### config.mk
export PLATFORM = sky130hd
export DESIGN_NAME = adc_seq
export DESIGN_NICKNAME = d
export VERILOG_FILES = /design/src/rtl/adc_seq_pkg.sv /design/src/rtl/adc_clkdiv.sv /design/src/rtl/adc_acq_timer.sv /design/src/rtl/adc_sar_core.sv /design/src/rtl/adc_seq.sv
export SDC_FILE = /design/constraint.sdc
export NUM_CORES = 1
export LEC_CHECK = 0
export BUFFER_PORTS_ARGS = -buffer_cell sky130_fd_sc_hd__buf_4
export CAP_MARGIN = 20
export CORE_ASPECT_RATIO = 1.4
export CORE_MARGIN = 3
export CORE_UTILIZATION = 53
export CTS_CLUSTER_DIAMETER = 50
export DETAILED_ROUTE_END_ITERATION = 16
export PLACE_DENSITY = 0.76
export SKIP_CTS_REPAIR_TIMING = 1
export SKIP_LAST_GASP = 1
export SYNTH_ARGS = -nofsm -noshare
export SYNTH_HDL_FRONTEND = slang
export SYNTH_HIERARCHICAL = 1
export SYNTH_SLANG_ARGS = --single-unit
### constraint.sdc
create_clock -name clk -period 9.4 [get_ports clk]
set_input_delay 0.47 -clock clk [delete_from_list [all_inputs] [get_ports clk]]
set_output_delay 0.47 -clock clk [all_outputs]
set_load 0.02 [all_outputs]
### src/rtl/adc_seq_pkg.sv
package adc_seq_pkg;

  typedef enum logic [1:0] {
    ST_SAMPLE = 2'd0,
    ST_ACQ    = 2'd1,
    ST_CONV   = 2'd2
  } seq_state_t;

  localparam int ACQ_W = 5;

  // acquisition periods for a selector code; 0 means manual (none)
  function automatic logic [ACQ_W-1:0] acq_periods(input logic [2:0] code);
    logic [ACQ_W-1:0] n;
    case (code)
      3'd1:    n = 5'd2;
      3'd2:    n = 5'd4;
      3'd3:    n = 5'd6;
      3'd4:    n = 5'd8;
      3'd5:    n = 5'd12;
      3'd6:    n = 5'd16;
      3'd7:    n = 5'd20;
      default: n = 5'd0;
    endcase
    return n;
  endfunction

endpackage

### src/rtl/adc_clkdiv.sv
module adc_clkdiv #(
  parameter int DIV_W = 8
) (
  input  logic             clk,
  input  logic             rst_n,
  input  logic [DIV_W-1:0] div_ratio,
  output logic             tick
);

  logic [DIV_W-1:0] cnt_q;

  assign tick = (cnt_q >= div_ratio);

  always_ff @(posedge clk) begin
    if (!rst_n)    cnt_q <= '0;
    else if (tick) cnt_q <= '0;
    else           cnt_q <= cnt_q + 1'b1;
  end

  AST_TICK_GAP: assert property (@(posedge clk) disable iff (!rst_n)
    (tick && div_ratio != '0) |=> (!tick || div_ratio == '0));

endmodule

### src/rtl/adc_acq_timer.sv
module adc_acq_timer
  import adc_seq_pkg::*;
(
  input  logic       clk,
  input  logic       rst_n,
  input  logic       tick,
  input  logic       load,
  input  logic [2:0] code,
  output logic       running,
  output logic       expired
);

  logic [ACQ_W-1:0] left_q;
  logic             run_q;

  assign running = run_q;
  assign expired = run_q && tick && (left_q == ACQ_W'(1));

  always_ff @(posedge clk) begin
    if (!rst_n) begin
      left_q <= '0;
      run_q  <= 1'b0;
    end else if (load) begin
      left_q <= acq_periods(code);
      run_q  <= 1'b1;
    end else if (run_q && tick) begin
      left_q <= left_q - 1'b1;
      if (left_q == ACQ_W'(1)) run_q <= 1'b0;
    end
  end

  AST_ACQ_NONZERO: assert property (@(posedge clk) disable iff (!rst_n)
    run_q |-> (left_q != '0));
  AST_ACQ_WAITS_TICK: assert property (@(posedge clk) disable iff (!rst_n)
    (run_q && !tick && !load) |=> $stable(left_q));

endmodule

### src/rtl/adc_sar_core.sv
module adc_sar_core #(
  parameter int RES_W = 10
) (
  input  logic             clk,
  input  logic             rst_n,
  input  logic             tick,
  input  logic             begin_i,
  input  logic             cmp_hi,
  output logic             active,
  output logic [RES_W-1:0] trial,
  output logic             done,
  output logic [RES_W-1:0] final_code
);

  localparam int IDX_W = (RES_W > 1) ? $clog2(RES_W) : 1;
  localparam logic [RES_W-1:0] MSB_ONE = {1'b1, {(RES_W-1){1'b0}}};
  localparam logic [IDX_W-1:0] TOP_IDX = IDX_W'(RES_W - 1);

  logic [IDX_W-1:0] idx_q;
  logic [RES_W-1:0] trial_q;
  logic             act_q;

  // decide bit at pos, then place the next trial bit below it
  function automatic logic [RES_W-1:0] sar_step(input logic [RES_W-1:0] c,
                                                input logic [IDX_W-1:0] pos,
                                                input logic keep);
    logic [RES_W-1:0] n;
    n = c;
    n[pos] = keep;
    if (pos != '0) n[pos - 1'b1] = 1'b1;
    return n;
  endfunction

  assign active     = act_q;
  assign trial      = trial_q;
  assign done       = act_q && tick && (idx_q == '0);
  assign final_code = sar_step(trial_q, idx_q, cmp_hi);

  always_ff @(posedge clk) begin
    if (!rst_n) begin
      act_q   <= 1'b0;
      idx_q   <= '0;
      trial_q <= '0;
    end else if (begin_i) begin
      act_q   <= 1'b1;
      idx_q   <= TOP_IDX;
      trial_q <= MSB_ONE;
    end else if (act_q && tick) begin
      if (idx_q == '0) begin
        act_q   <= 1'b0;
        trial_q <= '0;
      end else begin
        trial_q <= sar_step(trial_q, idx_q, cmp_hi);
        idx_q   <= idx_q - 1'b1;
      end
    end
  end

  AST_IDX_RANGE: assert property (@(posedge clk) disable iff (!rst_n)
    act_q |-> (idx_q <= TOP_IDX));
  AST_IDLE_TRIAL_ZERO: assert property (@(posedge clk) disable iff (!rst_n)
    !act_q |-> (trial_q == '0));

endmodule

### src/rtl/adc_seq.sv
module adc_seq
  import adc_seq_pkg::*;
#(
  parameter int RES_W = 10,
  parameter int DIV_W = 8,
  parameter int CH_W  = 5
) (
  input  logic             clk,
  input  logic             rst_n,
  input  logic [DIV_W-1:0] div_ratio,
  input  logic             cfg_we,
  input  logic [2:0]       cfg_acq,
  input  logic [CH_W-1:0]  cfg_chan,
  input  logic             go_set,
  input  logic             flag_clr,
  input  logic             cmp_hi,
  output logic [CH_W-1:0]  chan_sel,
  output logic             cclk_en,
  output logic             hold,
  output logic [RES_W-1:0] trial_code,
  output logic             busy,
  output logic [RES_W-1:0] result,
  output logic             irq_flag
);

  seq_state_t       state_q;
  logic [2:0]       acq_sel_q;
  logic [CH_W-1:0]  chan_q;
  logic [RES_W-1:0] result_q;
  logic             irq_q;

  // named internal events
  logic             tick;
  logic             go_ok;
  logic             start_manual;
  logic             start_timed;
  logic             acq_expired;
  logic             acq_running;
  logic             sar_begin;
  logic             sar_active;
  logic             conv_done;
  logic [RES_W-1:0] final_code;

  assign go_ok        = go_set && (state_q == ST_SAMPLE);
  assign start_manual = go_ok && (acq_sel_q == 3'd0);
  assign start_timed  = go_ok && (acq_sel_q != 3'd0);
  assign sar_begin    = start_manual || acq_expired;

  adc_clkdiv #(.DIV_W(DIV_W)) u_div (
    .clk(clk), .rst_n(rst_n), .div_ratio(div_ratio), .tick(tick)
  );

  adc_acq_timer u_acq (
    .clk(clk), .rst_n(rst_n), .tick(tick), .load(start_timed),
    .code(acq_sel_q), .running(acq_running), .expired(acq_expired)
  );

  adc_sar_core #(.RES_W(RES_W)) u_sar (
    .clk(clk), .rst_n(rst_n), .tick(tick), .begin_i(sar_begin),
    .cmp_hi(cmp_hi), .active(sar_active), .trial(trial_code),
    .done(conv_done), .final_code(final_code)
  );

  always_ff @(posedge clk) begin
    if (!rst_n) begin
      acq_sel_q <= 3'd0;
      chan_q    <= '0;
    end else if (cfg_we) begin
      acq_sel_q <= cfg_acq;
      chan_q    <= cfg_chan;
    end
  end

  always_ff @(posedge clk) begin
    if (!rst_n) begin
      state_q <= ST_SAMPLE;
    end else begin
      case (state_q)
        ST_SAMPLE: if (start_manual) state_q <= ST_CONV;
                   else if (start_timed) state_q <= ST_ACQ;
        ST_ACQ:    if (acq_expired) state_q <= ST_CONV;
        ST_CONV:   if (conv_done) state_q <= ST_SAMPLE;
        default:   state_q <= ST_SAMPLE;
      endcase
    end
  end

  always_ff @(posedge clk) begin
    if (!rst_n) begin
      result_q <= '0;
      irq_q    <= 1'b0;
    end else begin
      if (conv_done) result_q <= final_code;
      if (conv_done)     irq_q <= 1'b1;
      else if (flag_clr) irq_q <= 1'b0;
    end
  end

  assign chan_sel = chan_q;
  assign cclk_en  = tick;
  assign hold     = sar_active;
  assign busy     = (state_q != ST_SAMPLE);
  assign result   = result_q;
  assign irq_flag = irq_q;

  AST_ACQ_IN_STATE: assert property (@(posedge clk) disable iff (!rst_n)
    acq_running |-> (state_q == ST_ACQ));
  AST_MANUAL_IMMEDIATE: assert property (@(posedge clk) disable iff (!rst_n)
    start_manual |=> hold);
  AST_RESULT_STABLE: assert property (@(posedge clk) disable iff (!rst_n)
    !conv_done |=> $stable(result));
  AST_DONE_SETS_FLAG: assert property (@(posedge clk) disable iff (!rst_n)
    $fell(busy) |-> irq_flag);
  AST_FLAG_STICKY: assert property (@(posedge clk) disable iff (!rst_n)
    (irq_flag && !flag_clr) |=> irq_flag);
  AST_GO_IGNORED: assert property (@(posedge clk) disable iff (!rst_n)
    (busy && !conv_done) |=> busy);
  AST_HOLD_MEANS_BUSY: assert property (@(posedge clk) disable iff (!rst_n)
    hold |-> busy);
  AST_CHAN_FOLLOWS: assert property (@(posedge clk) disable iff (!rst_n)
    cfg_we |=> (chan_sel == $past(cfg_chan)));

endmodule

==> summary.txt <==
Placed design
  – DP Area: 3246 um2
  – Post-DP HPWL: 4804 um
  – I/O Buffers: 50
  – RePlAce Congestion: between 0.8 and 0.9

Floorplanning
  – Core Footprint: roughly 5200 um2
  – Die Width: 68.21 um
  – I/O pins: 51
  – Vert. Die Dim: 93.09 um
  – Die ar.: between 6000 and 7000 um2
  – Initial Util: 55.25%
  – Row cnt: 31

Timing
  – RSZ-0062 raised after global routing: no
  – Rel. slew slack: 53.94%
  – Fmax: 312.9 MHz
  – Period utilization: 34.00%
  – Post-route setup TNS: 0 ps
  – Min cycle time layout: 3196 ps
  – Least-Margin Pin Slew: ~690 ps
  – Final Hold Violating Endpoints: 0
  – Slew Limit Fails: 0
  – Final setup fails: 0
  – Final clock skew: 4.625 ps

Logic synthesis
  – Yosys Warn Count: 6
  – Fraction of registers with async set/reset: 0%
  – Post-synth top area share: 34.86%
  – Top cells by area, synth: dfxtp_1 35%, mux2i_1 11%, ha_1 7.0%, nor2b_1 4.1%, nor2_1 3.0%
  – Mapped Avg Cell Area: 9.446 um2
  – Number of distinct library cells after synthesis: 55
  – Synth cell count leaders: 50 x dfxtp_1, 31 x mux2i_1, 23 x nor2_1, 22 x nand2_1, 20 x inv_1
  – Most used DFF post-synth: dfxtp_1
  – Synthesized cell area: roughly 2900 um2
  – #FFs+latches synth: 50
  – Syn Nets: 342
  – Register area share after synthesis: 34.86%
  – Largest area contributor in the netlist: dfxtp_1
  – Top-count cell post-synth: dfxtp_1
  – Mapped Cells: 304
  – Post-synth EDFFs: 0

Worst hold path
  – Worst min path class: input port to flop

Finish
  – Area occupied by multi-input gates: about 1700 um2
  – Post-route cell area: 3368 um2
  – FF/Latch Area: 1001 um2
  – Layout Utilization: 64.81%
  – Filler Cells Inserted: 488
  – Share of cells above drive strength 1: 23.08%
  – Layout Nets: about 390
  – Layout area overhead: 17.30%
  – Diode count: 0

Global routing
  – Tot GR Track Use: a little over a fifth
  – First-pass GRT wire length: 10,300 um
  – Gr ovfl total: 0
  – Initial antenna violation count: 0
  – Vias in the first global route: 2,281
  – Largest net degree at the start of global routing: 32

Clock tree
  – TritonCTS buffer count: 5
  – Clock sink count: 50
  – TritonCTS clock tree: done
  – Clock Tree Root: clkbuf_8
  – Clock H-tree levels: 2
  – Clk buf depth: 2
  – CTS clk-pin slew, worst paths: ~90 ps
  – Insertion delay to the later sink of the worst-skew pair: 290 ps

Power
  – Net Switching: roughly 120 uW
  – Power Internal: 333.6 uW
  – Clock power share: 32.4%
  – Power per cell area: between 100 and 150 nW/um2
  – Switch share: 26.64%
  – Maximum VDD drop: 0.0001123 V
  – Combinational share of power: between 15 and 20%
  – Pleak: between 0.001 and 0.0015 uW
  – Share of total power in sequential cells: 50.6%

Routing
  – Final wirelength: roughly 6200 um
  – Drt drc: 0
  – Vias post-DR: approximately 2,300
  – Mean number of vias per cell: 5.564
  – TritonRoute pass-1 iters: 5
  – 1st-iter DRT viols: 152
  – WL/cell: 14.86 um
  – Final ANT Viol Nets: 0

Worst setup path
  – Worst-path fanout max: 10
  – CP endpoint kind: flop
  – Worst path arrival time: 3440 ps
  – Required time of the critical path: 9640 ps
  – Worst setup SP type: flop
  – Max stage delay cell, worst path: nor3_1
  – Slowest stage delay, CP: between 400 and 500 ps
  – Crit Path Category: flop to flop
  – CP Cell Sequence: ha_1 -> or3_1 -> a21oi_1 -> o31ai_1 -> clkbuf_4 -> nand2_1 -> nor4_1 -> a31o_1 -> nand2b_1 -> nor3_1 -> a22o_1
  – Critical path buffers and inverters: 1
  – Largest delay share family, worst path: simple AND/OR/NAND/NOR gates

Run status
  – Outcome: finished, final reports clean

Job
  – Max cap viols: 0
==> layer usage <==
layer	share of wire, %	GRT usage, %	vias up
met5	0	0	-
met3	3.9	3.726	15
li1	-	-	1168
met4	3.3	9.950	0
met1	37	21.64	1078
met2	56	38.70	59
==> area by class of cell <==
class,instances,area share (%)
Multi-Input combinational cell,222,50.82
Timing Repair Buffer,52,11.59
Clock inverter,2,1.152
Sequential cell,50,29.72
Clock buffer,5,2.043
Inverter,20,2.229
Tap cell,66,2.452
==> through the flow <==
step                instances  hold WS, ps  setup WS, ps  power, uW
detailed placement        408        458.9          5256      311.8
global route              417        414.9          6020      476.9
floorplan                 304        429.7          5677      290.9
global placement          408        450.2          5285      310.4
finish                    417        422.9          6204      454.7
CTS                       415        412.7          5427      459.1
==> power groups by stage <==
stage / logic [uW] / registers [uW] / clock network (uW)
3_3_place_gp: 75.8 / 235 / 0
6_report: 77.0 / 230 / 148
5_1_grt: 85.1 / 232 / 160
4_1_cts: 77.0 / 230 / 152
2_1_floorplan: 57.8 / 233 / 0
3_5_place_dp: 76.7 / 235 / 0
==> placed cells by master, fill, tap and decap left out, types with 4 or more instances in the layout <==
| cell | n |
|---|---|
| buf_4 | 51 |
| dfxtp_1 | 50 |
| mux2i_1 | 31 |
| nor2_1 | 23 |
| nand2_1 | 22 |
| inv_1 | 20 |
| nor2b_1 | 19 |
| ha_1 | 16 |
| a21oi_1 | 10 |
| nand3b_1 | 7 |
| xnor2_1 | 7 |
| nand3_1 | 6 |
| a21o_1 | 5 |
| o21a_1 | 5 |
| nand2b_1 | 5 |
| clkbuf_8 | 5 |
| o21ai_2 | 5 |
| a32oi_1 | 5 |
| nor3_2 | 4 |
| o21ai_0 | 4 |
| a22o_1 | 4 |
==> registers in the layout (all words and copies together) (netlist names) <==
name	flops
state_q	2
result	10
irq_flag	1
chan_sel	5
u_sar/active	1
u_acq/running	1
u_div/cnt_q	8
u_sar/idx_q	4
u_acq/left_q	5
u_sar/trial	10
acq_sel_q	3
==> logic make-up after synthesis <==
kind of cell	synth area share (%)
and+or+nand+nor	20.26
xor gates and xnor gates	2.745
buffers and inverters	5.533
adders and majority gates	6.972
DFF	34.86
muxes	11.59
AOI/OAI and AO/OA	18.04
==> path summary, 6_finish.rpt <==
kind,start,depth (start not counted),to,slack (ps)
setup / recovery,u_div/cnt_q[2]$_SDFF_PP0_,11,u_sar/trial[7]$_SDFFE_PP0P_,6200
hold / removal,cfg_acq[2],3,acq_sel_q[2]$_SDFFE_PN0P_,420
setup reg to reg,u_div/cnt_q[2]$_SDFF_PP0_,11,u_sar/trial[7]$_SDFFE_PP0P_,6200
hold reg to reg,u_div/cnt_q[0]$_SDFF_PP0_,1,u_div/cnt_q[0]$_SDFF_PP0_,470
==> worst min-delay path, cell delays in order <==
cell and delay [ps]:
buf_4 80, mux2i_1 60, nor2_1 70
No activity file was read; power rests on OpenSTA's default activity.
